File: src/rtl/wst_pkg.sv
package wst_pkg;

  typedef enum logic [2:0] {
    ST_RUN,
    ST_IDLE,
    ST_WAKE,
    ST_POST,
    ST_FREQ,
    ST_FPOST,
    ST_LOCK
  } wst_state_e;

  typedef struct packed {
    logic       ten;
    logic       mode_rst;
    logic       flag;
    logic [2:0] cks;
  } wst_ctrl_t;

  localparam int CTL_TEN  = 7;
  localparam int CTL_MODE = 6;
  localparam int CTL_FLAG = 5;

  function automatic int div_shift(input logic [2:0] cks);
    case (cks)
      3'd0:    return 0;
      3'd1:    return 2;
      3'd2:    return 4;
      3'd3:    return 5;
      3'd4:    return 6;
      3'd5:    return 8;
      3'd6:    return 10;
      default: return 12;
    endcase
  endfunction

endpackage

File: src/rtl/wst_prescaler.sv
module wst_prescaler #(
  parameter int PRE_W = 12
) (
  input  logic       clk,
  input  logic       rst_n,
  input  logic       clr_i,
  input  logic [2:0] cks_i,
  output logic       tick_o
);
  import wst_pkg::*;

  logic [PRE_W-1:0] pre_q;
  logic [PRE_W-1:0] pre_d;
  logic [PRE_W-1:0] mask;

  always_comb begin
    int sh;
    sh = div_shift(cks_i);
    for (int i = 0; i < PRE_W; i++) begin
      mask[i] = (i < sh) ? 1'b1 : 1'b0;
    end
  end

  assign tick_o = ((pre_q & mask) == mask);

  always_comb begin
    if (clr_i) pre_d = '0;
    else       pre_d = pre_q + PRE_W'(1);
  end

  always_ff @(posedge clk or negedge rst_n) begin
    if (!rst_n) pre_q <= '0;
    else        pre_q <= pre_d;
  end

  // right after a restart, no tick unless divide-by-one is selected
  p_prescale_restart_r3: assert property (@(posedge clk) disable iff (!rst_n)
    clr_i ##1 (cks_i != 3'd0) |-> !tick_o);

endmodule

File: src/rtl/wst_counter.sv
module wst_counter #(
  parameter int CNT_W = 8
) (
  input  logic             clk,
  input  logic             rst_n,
  input  logic             load_i,
  input  logic [CNT_W-1:0] load_val_i,
  input  logic             inc_i,
  output logic [CNT_W-1:0] cnt_o,
  output logic             wrap_o
);

  logic [CNT_W-1:0] cnt_q;
  logic [CNT_W-1:0] cnt_d;

  assign wrap_o = inc_i && !load_i && (&cnt_q);
  assign cnt_o  = cnt_q;

  always_comb begin
    cnt_d = cnt_q;
    if (load_i)     cnt_d = load_val_i;
    else if (inc_i) cnt_d = cnt_q + CNT_W'(1);
  end

  always_ff @(posedge clk or negedge rst_n) begin
    if (!rst_n) cnt_q <= '0;
    else        cnt_q <= cnt_d;
  end

  // each counting step adds exactly one
  p_count_step_r3: assert property (@(posedge clk) disable iff (!rst_n)
    (inc_i && !load_i) |=> (cnt_o == CNT_W'($past(cnt_o) + CNT_W'(1))));

  // without a step or load the value holds
  p_count_hold_r4: assert property (@(posedge clk) disable iff (!rst_n)
    (!inc_i && !load_i) |=> $stable(cnt_o));

endmodule

File: src/rtl/wst_regs.sv
module wst_regs (
  input  logic                clk,
  input  logic                rst_n,
  input  logic                wr_ctrl_i,
  input  logic [7:0]          wdata_i,
  input  logic                set_flag_i,
  output wst_pkg::wst_ctrl_t  ctrl_o
);
  import wst_pkg::*;

  wst_ctrl_t ctrl_q;
  wst_ctrl_t ctrl_d;
  logic      unused_rsvd;

  assign unused_rsvd = ^wdata_i[4:3];

  always_comb begin
    ctrl_d = ctrl_q;
    if (wr_ctrl_i) begin
      ctrl_d.ten      = wdata_i[CTL_TEN];
      ctrl_d.mode_rst = wdata_i[CTL_MODE];
      ctrl_d.cks      = wdata_i[2:0];
      ctrl_d.flag     = ctrl_q.flag & wdata_i[CTL_FLAG];
    end
    if (set_flag_i) ctrl_d.flag = 1'b1;
  end

  always_ff @(posedge clk or negedge rst_n) begin
    if (!rst_n) ctrl_q <= '0;
    else        ctrl_q <= ctrl_d;
  end

  assign ctrl_o = ctrl_q;

  // flag only moves on a write or a set
  p_flag_hold_r2: assert property (@(posedge clk) disable iff (!rst_n)
    (!wr_ctrl_i && !set_flag_i) |=> $stable(ctrl_q.flag));

  // writing 1 to the flag bit never sets it
  p_flag_no_set_r2: assert property (@(posedge clk) disable iff (!rst_n)
    (wr_ctrl_i && !set_flag_i && !ctrl_q.flag) |=> !ctrl_q.flag);

endmodule

File: src/rtl/wst_fsm.sv
module wst_fsm #(
  parameter int CNT_W = 8
) (
  input  logic             clk,
  input  logic             rst_n,
  input  logic             ten_i,
  input  logic             mode_rst_i,
  input  logic             stby_req_i,
  input  logic             stby_bit_i,
  input  logic             wake_nmi_i,
  input  logic             wake_irq_i,
  input  logic             frq_wr_i,
  input  logic             ratio_unity_i,
  input  logic [CNT_W-1:0] cnt_i,
  input  logic             wrap_i,
  input  logic             tick_i,
  output logic             inc_o,
  output logic             pre_clr_o,
  output logic             set_flag_o,
  output logic             clk_en_o,
  output logic             rst_pulse_o,
  output logic             irq_pulse_o
);
  import wst_pkg::*;

  localparam logic [CNT_W-1:0] HALF = {1'b1, {(CNT_W-1){1'b0}}};

  wst_state_e       state_q;
  wst_state_e       state_d;
  logic             count_en;
  logic             wake;
  logic [CNT_W-1:0] stop_val;
  logic             rst_pulse_q;
  logic             irq_pulse_q;
  logic             rst_pulse_d;
  logic             irq_pulse_d;

  assign wake     = wake_nmi_i || wake_irq_i;
  assign stop_val = ratio_unity_i ? '0 : CNT_W'(1);

  always_comb begin
    case (state_q)
      ST_RUN:   count_en = ten_i;
      ST_WAKE:  count_en = 1'b1;
      ST_FREQ:  count_en = 1'b1;
      ST_POST:  count_en = stby_bit_i && (cnt_i != HALF);
      ST_FPOST: count_en = (cnt_i != stop_val);
      default:  count_en = 1'b0;
    endcase
  end

  assign inc_o = tick_i && count_en;

  always_comb begin
    state_d = state_q;
    case (state_q)
      ST_RUN: begin
        if (stby_req_i)    state_d = ST_IDLE;
        else if (frq_wr_i) state_d = ST_FREQ;
      end
      ST_IDLE:  if (wake) state_d = ST_WAKE;
      ST_WAKE:  if (wrap_i) state_d = ST_POST;
      ST_POST: begin
        if (!stby_bit_i)        state_d = ST_RUN;
        else if (cnt_i == HALF) state_d = ST_LOCK;
      end
      ST_FREQ:  if (wrap_i) state_d = ST_FPOST;
      ST_FPOST: if (cnt_i == stop_val) state_d = ST_RUN;
      ST_LOCK:  state_d = ST_LOCK;
      default:  state_d = ST_RUN;
    endcase
  end

  assign pre_clr_o  = ((state_q == ST_RUN) && frq_wr_i && !stby_req_i) ||
                      ((state_q == ST_IDLE) && wake);
  assign set_flag_o = (state_q == ST_RUN) && wrap_i;

  always_comb begin
    rst_pulse_d = set_flag_o && mode_rst_i;
    irq_pulse_d = set_flag_o && !mode_rst_i;
  end

  always_ff @(posedge clk or negedge rst_n) begin
    if (!rst_n) begin
      state_q     <= ST_RUN;
      rst_pulse_q <= 1'b0;
      irq_pulse_q <= 1'b0;
    end else begin
      state_q     <= state_d;
      rst_pulse_q <= rst_pulse_d;
      irq_pulse_q <= irq_pulse_d;
    end
  end

  assign clk_en_o    = (state_q == ST_RUN) || (state_q == ST_POST) ||
                       (state_q == ST_FPOST);
  assign rst_pulse_o = rst_pulse_q;
  assign irq_pulse_o = irq_pulse_q;

  // timer disabled means no pulse in the following cycle
  p_ten_quiet_r4: assert property (@(posedge clk) disable iff (!rst_n)
    !ten_i |=> !(rst_pulse_o || irq_pulse_o));

  // the two pulses never coincide
  p_pulse_excl_r4: assert property (@(posedge clk) disable iff (!rst_n)
    !(rst_pulse_o && irq_pulse_o));

  // a standby request gates the clock next cycle
  p_stby_gate_r5: assert property (@(posedge clk) disable iff (!rst_n)
    ((state_q == ST_RUN) && stby_req_i) |=> !clk_en_o);

  // leaving the wake count lands on zero
  p_wake_zero_r6: assert property (@(posedge clk) disable iff (!rst_n)
    (state_q == ST_WAKE) |=> ((state_q != ST_POST) || (cnt_i == '0)));

  // the locked state never releases the clock
  p_lock_sticky_r7: assert property (@(posedge clk) disable iff (!rst_n)
    (state_q == ST_LOCK) |=> ((state_q == ST_LOCK) && !clk_en_o));

  // standby bit cleared after wake returns to normal running
  p_post_stop_r8: assert property (@(posedge clk) disable iff (!rst_n)
    ((state_q == ST_POST) && !stby_bit_i) |=> (state_q == ST_RUN));

  // a frequency write gates the clock next cycle
  p_freq_gate_r9: assert property (@(posedge clk) disable iff (!rst_n)
    ((state_q == ST_RUN) && frq_wr_i && !stby_req_i) |=> !clk_en_o);

  // reaching the stop value ends the post-change count
  p_fstop_r10: assert property (@(posedge clk) disable iff (!rst_n)
    ((state_q == ST_FPOST) && (cnt_i == stop_val)) |=> (state_q == ST_RUN));

endmodule

File: src/rtl/standby_settle_timer.sv
module standby_settle_timer #(
  parameter int CNT_W = 8,
  parameter int PRE_W = 12
) (
  input  logic             clk,
  input  logic             rst_n,
  input  logic             reg_wr,
  input  logic             reg_sel,
  input  logic [CNT_W-1:0] reg_wdata,
  input  logic             stby_req,
  input  logic             stby_bit,
  input  logic             nmi_edge,
  input  logic             irq_evt,
  input  logic             frq_wr,
  input  logic             ratio_unity,
  output logic             clk_en,
  output logic [CNT_W-1:0] count_val,
  output logic             ovf_flag,
  output logic             tmr_rst,
  output logic             tmr_irq
);
  import wst_pkg::*;

  logic      rst_meta_q;
  logic      rst_sync_n;
  wst_ctrl_t ctrl;
  logic      tick;
  logic      inc;
  logic      wrap;
  logic      fsm_pre_clr;
  logic      pre_clr;
  logic      set_flag;
  logic      wr_ctrl;
  logic      wr_cnt;

  always_ff @(posedge clk or negedge rst_n) begin
    if (!rst_n) begin
      rst_meta_q <= 1'b0;
      rst_sync_n <= 1'b0;
    end else begin
      rst_meta_q <= 1'b1;
      rst_sync_n <= rst_meta_q;
    end
  end

  assign wr_ctrl = reg_wr && !reg_sel;
  assign wr_cnt  = reg_wr && reg_sel;
  assign pre_clr = fsm_pre_clr || reg_wr;

  wst_regs u_regs (
    .clk        (clk),
    .rst_n      (rst_sync_n),
    .wr_ctrl_i  (wr_ctrl),
    .wdata_i    (reg_wdata[7:0]),
    .set_flag_i (set_flag),
    .ctrl_o     (ctrl)
  );

  wst_prescaler #(.PRE_W(PRE_W)) u_pre (
    .clk    (clk),
    .rst_n  (rst_sync_n),
    .clr_i  (pre_clr),
    .cks_i  (ctrl.cks),
    .tick_o (tick)
  );

  wst_counter #(.CNT_W(CNT_W)) u_cnt (
    .clk        (clk),
    .rst_n      (rst_sync_n),
    .load_i     (wr_cnt),
    .load_val_i (reg_wdata),
    .inc_i      (inc),
    .cnt_o      (count_val),
    .wrap_o     (wrap)
  );

  wst_fsm #(.CNT_W(CNT_W)) u_fsm (
    .clk           (clk),
    .rst_n         (rst_sync_n),
    .ten_i         (ctrl.ten),
    .mode_rst_i    (ctrl.mode_rst),
    .stby_req_i    (stby_req),
    .stby_bit_i    (stby_bit),
    .wake_nmi_i    (nmi_edge),
    .wake_irq_i    (irq_evt),
    .frq_wr_i      (frq_wr),
    .ratio_unity_i (ratio_unity),
    .cnt_i         (count_val),
    .wrap_i        (wrap),
    .tick_i        (tick),
    .inc_o         (inc),
    .pre_clr_o     (fsm_pre_clr),
    .set_flag_o    (set_flag),
    .clk_en_o      (clk_en),
    .rst_pulse_o   (tmr_rst),
    .irq_pulse_o   (tmr_irq)
  );

  assign ovf_flag = ctrl.flag;

  // leaving reset presents the reset state
  p_reset_state_r1: assert property (@(posedge clk)
    $rose(rst_sync_n) |-> (clk_en && (count_val == '0) && !ovf_flag &&
                           !tmr_rst && !tmr_irq));

endmodule

File: config.mk
export PLATFORM = sky130hd
export DESIGN_NAME = standby_settle_timer
export DESIGN_NICKNAME = d
export VERILOG_FILES = /design/src/rtl/wst_pkg.sv /design/src/rtl/wst_prescaler.sv /design/src/rtl/wst_counter.sv /design/src/rtl/wst_regs.sv /design/src/rtl/wst_fsm.sv /design/src/rtl/standby_settle_timer.sv
export SDC_FILE = /design/constraint.sdc
export NUM_CORES = 1
export LEC_CHECK = 0
export BUFFER_PORTS_ARGS = -buffer_cell sky130_fd_sc_hd__buf_2
export CORE_MARGIN = 2
export CORE_UTILIZATION = 50
export CTS_BUF_LIST = sky130_fd_sc_hd__clkbuf_8 sky130_fd_sc_hd__clkbuf_16
export DETAILED_ROUTE_END_ITERATION = 10
export PLACE_DENSITY = 0.85
export SLEW_MARGIN = 20
export SYNTH_ARGS = -nofsm -noshare
export SYNTH_HDL_FRONTEND = slang
export SYNTH_SLANG_ARGS = --single-unit
File: constraint.sdc
create_clock -name clk -period 1 [get_ports clk]
set_input_delay 0.15 -clock clk [delete_from_list [all_inputs] [get_ports clk]]
set_output_delay 0.15 -clock clk [all_outputs]
set_load 0.02 [all_outputs]
==> run metrics <==
n_diodes=0; initial core utilization=~50%; total gr overflow=0; full die area=between 4000 and 5000 µm²; Antenna Nets Post-Route=0; Die Y=65.2 µm; ranking of synthesized cells by area=dfrtp_1 (44%), nor2_1 (5.4%), xor2_1 (4.2%), o31ai_1 (3.2%), mux2_2 (3.0%); Rows=22; most numerous cell in the Yosys netlist=dfrtp_1; maxcap violations=0; hpwl dp=between 3000 and 4000 µm; #FFs+latches synth=33; Pint=between 0.003 and 0.004 W; vias=2275; clock-pin slew on the worst setup and hold paths=about 80 ps; H-tree levels=2; # setup viols final=35; combinational fraction of design power=roughly two fifths; Worst VDD drop=about 1.1 mV; number of synthesized flops with an enable pin=0; gr usage total=between 30% and 40%; IO buf count=29; PnR Total Power=0.00477 W; TritonCTS buffer count=5; Leak Pwr=about 1.4 nW; Vias/cell=6.63; Post-Synthesis Cells=about 190; wire length per cell=24.2 µm; failing checks=setup timing; Worst Path Required=approximately 1200 ps; Clock Tree Root=clkbuf_8; Routed WL=approximately 8300 µm; Crit. End Element=flop; final worst slack=-1110 ps; f_max=0.474 GHz; CTS max path bufs=2; Setup CP Type=flop to flop; Sequential Power Share=34.0%; post-synthesis async set-or-reset flop share=between 90% and 100%; power per cell area=~1500 nW/µm²; Critical Path AT=~2300 ps; Yosys cell types=52; initial DRC count=346; synth warn=0; post-route setup TNS=-21850 ps; Nets=between 300 and 400; CORE AREA=around 3600 µm²; post-synth top area share=~44%; Clk pwr share=26.4%; Ports=30; Mapped Area=around 1900 µm²; max incr delay on CP=about 440 ps; clk_lat worst skew=300 ps; Syn Area/Cell=a little under 10 µm²; drt drc=0; RSZ-0062 raised after global routing=true; final weighted congestion in routability-driven placement=roughly 0.85; initial antenna violation count=0; Clock Skews=about 14 ps; top cells by count, synth=dfrtp_1 (33), nor2_1 (27), nand2_1 (14); TritonCTS clock tree=done; Pins Over Slew Limit=0; crit-path max FO=4; Synth Flop Type=dfrtp_1; P&R area growth vs syn=68.7%; NetSw=~0.0017 W; Sw Ratio=roughly a third; Pre-antenna DRT Iters=5; first-pass GRT wire length=between 10000 and 15000 µm; clk sinks=33; share of cells above drive strength 1=between 50% and 60%; Slowest-stage cell, CP=dfrtp_1; Hold Vio Cnt, Final=0; largest net degree at the start of global routing=32; die span in x=around 65 µm; largest area contributor in the synthesized netlist=dfrtp_1; crit path time final=2110 ps; crit path cell chain=nor2_1 > nand4_1 > buf_6 > a211oi_4 > buf_4 > nor4_2 > a311o_1; Hold Path Class=primary input to flop; status=finished, violations left; vias in the first global route=between 2000 and 2500; sequential fraction of the synthesis area=between 40% and 50%; final period utilization=211%; syn nets=roughly 210; CP Launch Type=flop
[layer usage]
| metal | routed length [µm] | vias up | track usage [%] |
|---|---|---|---|
| met5 | 0 | - | 0 |
| met4 | 618 | 0 | 22.7 |
| met3 | 758 | 75 | 8.73 |
| met2 | 4030 | 205 | 56.6 |
| met1 | 2900 | 1082 | 37.9 |
| li1 | - | 913 | - |
[timing repair]
| action | in CTS | in global routing |
|---|---|---|
| buffers inserted | 5 | 19 |
| setup endpoints to repair | 35 | 36 |
| endpoints found under the hold margin | 2 | 0 |
| pin swaps | 19 | 21 |
| gates resized for setup | 37 | 54 |
| cloned | 0 | 1 |
| hold buffers | 1 | 0 |
[final timing paths]
path | startpoint | to | slack [ps] | cells after the start
max | u_cnt.cnt_o[6] | u_fsm.state_q[0] | -1110 | 7
min | reg_wdata[2] | u_regs.ctrl_o[2] | 120 | 2
max reg2reg | u_cnt.cnt_o[6] | u_fsm.state_q[0] | -1110 | 7
min reg2reg | rst_sync_n | u_pre.pre_q[7] | 200 | 1
max in group asynchronous | rst_sync_n | u_cnt.cnt_o[0] | 600 | 1
min in group asynchronous | rst_n | rst_meta_q | 180 | 2
[cells in the final DEF, fill, tap and decap left out, types with 3 or more instances in the layout]
master    count
buf_4        53
buf_6        28
dfrtp_1      28
buf_2        19
nor2_1       16
nand2_1      11
xor2_1        8
nand4_1       8
nor2_2        7
nand3_1       6
o31ai_1       6
nor2_4        5
inv_1         5
mux2_2        5
clkbuf_8      5
dfrtp_2       5
xnor2_1       4
a31oi_1       4
nand2_2       3
a31oi_4       3
or4_1         3
ha_1          3
[cell families (layout without fill, tap and decap cells)]
| family | after synthesis | after routing | share of synthesized area, % |
|---|---|---|---|
| muxes | 5 | 5 | 3.01 |
| xor gates and xnor gates | 13 | 13 | 6.08 |
| adders and majority gates | 3 | 3 | 2.01 |
| DFF | 33 | 33 | 44.1 |
| buffers and inverters | 13 | 117 | 3.01 |
| AOI/OAI and AO/OA | 40 | 40 | 17.8 |
| and+or+nand+nor | 83 | 83 | 23.7 |
| other | 1 | 1 | 0.200 |
[power by group through the flow]
stage | combinational [W] | clock, W | sequential (W)
3_5_place_dp | 0.00126 | 0 | 0.00159
5_1_grt | 0.00195 | 0.00131 | 0.00163
3_3_place_gp | 0.00122 | 0 | 0.00158
4_1_cts | 0.00149 | 0.00124 | 0.00160
2_1_floorplan | 0.000597 | 0 | 0.00170
6_report | 0.00189 | 0.00126 | 0.00162
[per-stage QoR]
stage,utilization (%),setup WS (ps),instance area (µm²),hold WS (ps),std cells
after floorplan,-,-825,1930,-146,191
after global placement,68.5,-861,2490,-66.4,313
after detailed placement,68.5,-954,2490,-64.3,313
after CTS,76.3,-983,2770,101,325
after global routing,86.9,-1140,3160,129,343
final,86.9,-1110,3160,118,343
[sequential cells by signal, indices dropped and copies added (netlist names)]
register,count
rst_meta_q,1
rst_sync_n,1
u_cnt.cnt_o,8
u_fsm.irq_pulse_o,1
u_fsm.rst_pulse_o,1
u_fsm.state_q,3
u_pre.pre_q,12
u_regs.ctrl_o,6
[layout make-up]
cell class,count,area (µm²)
clock inverter,2,35.0
timing repair buffer,104,883
clock buffer,5,68.8
inverter,6,25.0
multi-input combinational,145,1250
sequential,33,832
fill,140,475
tap,48,60.1
[worst max-delay path, delay by kind of cell, from the launching register on]
kind,cells,cell delay [ps]
flops,1,440
buf+inv,2,370
compound gates,2,700
simple gates,3,480
No activity file was read; power rests on OpenSTA's default activity.
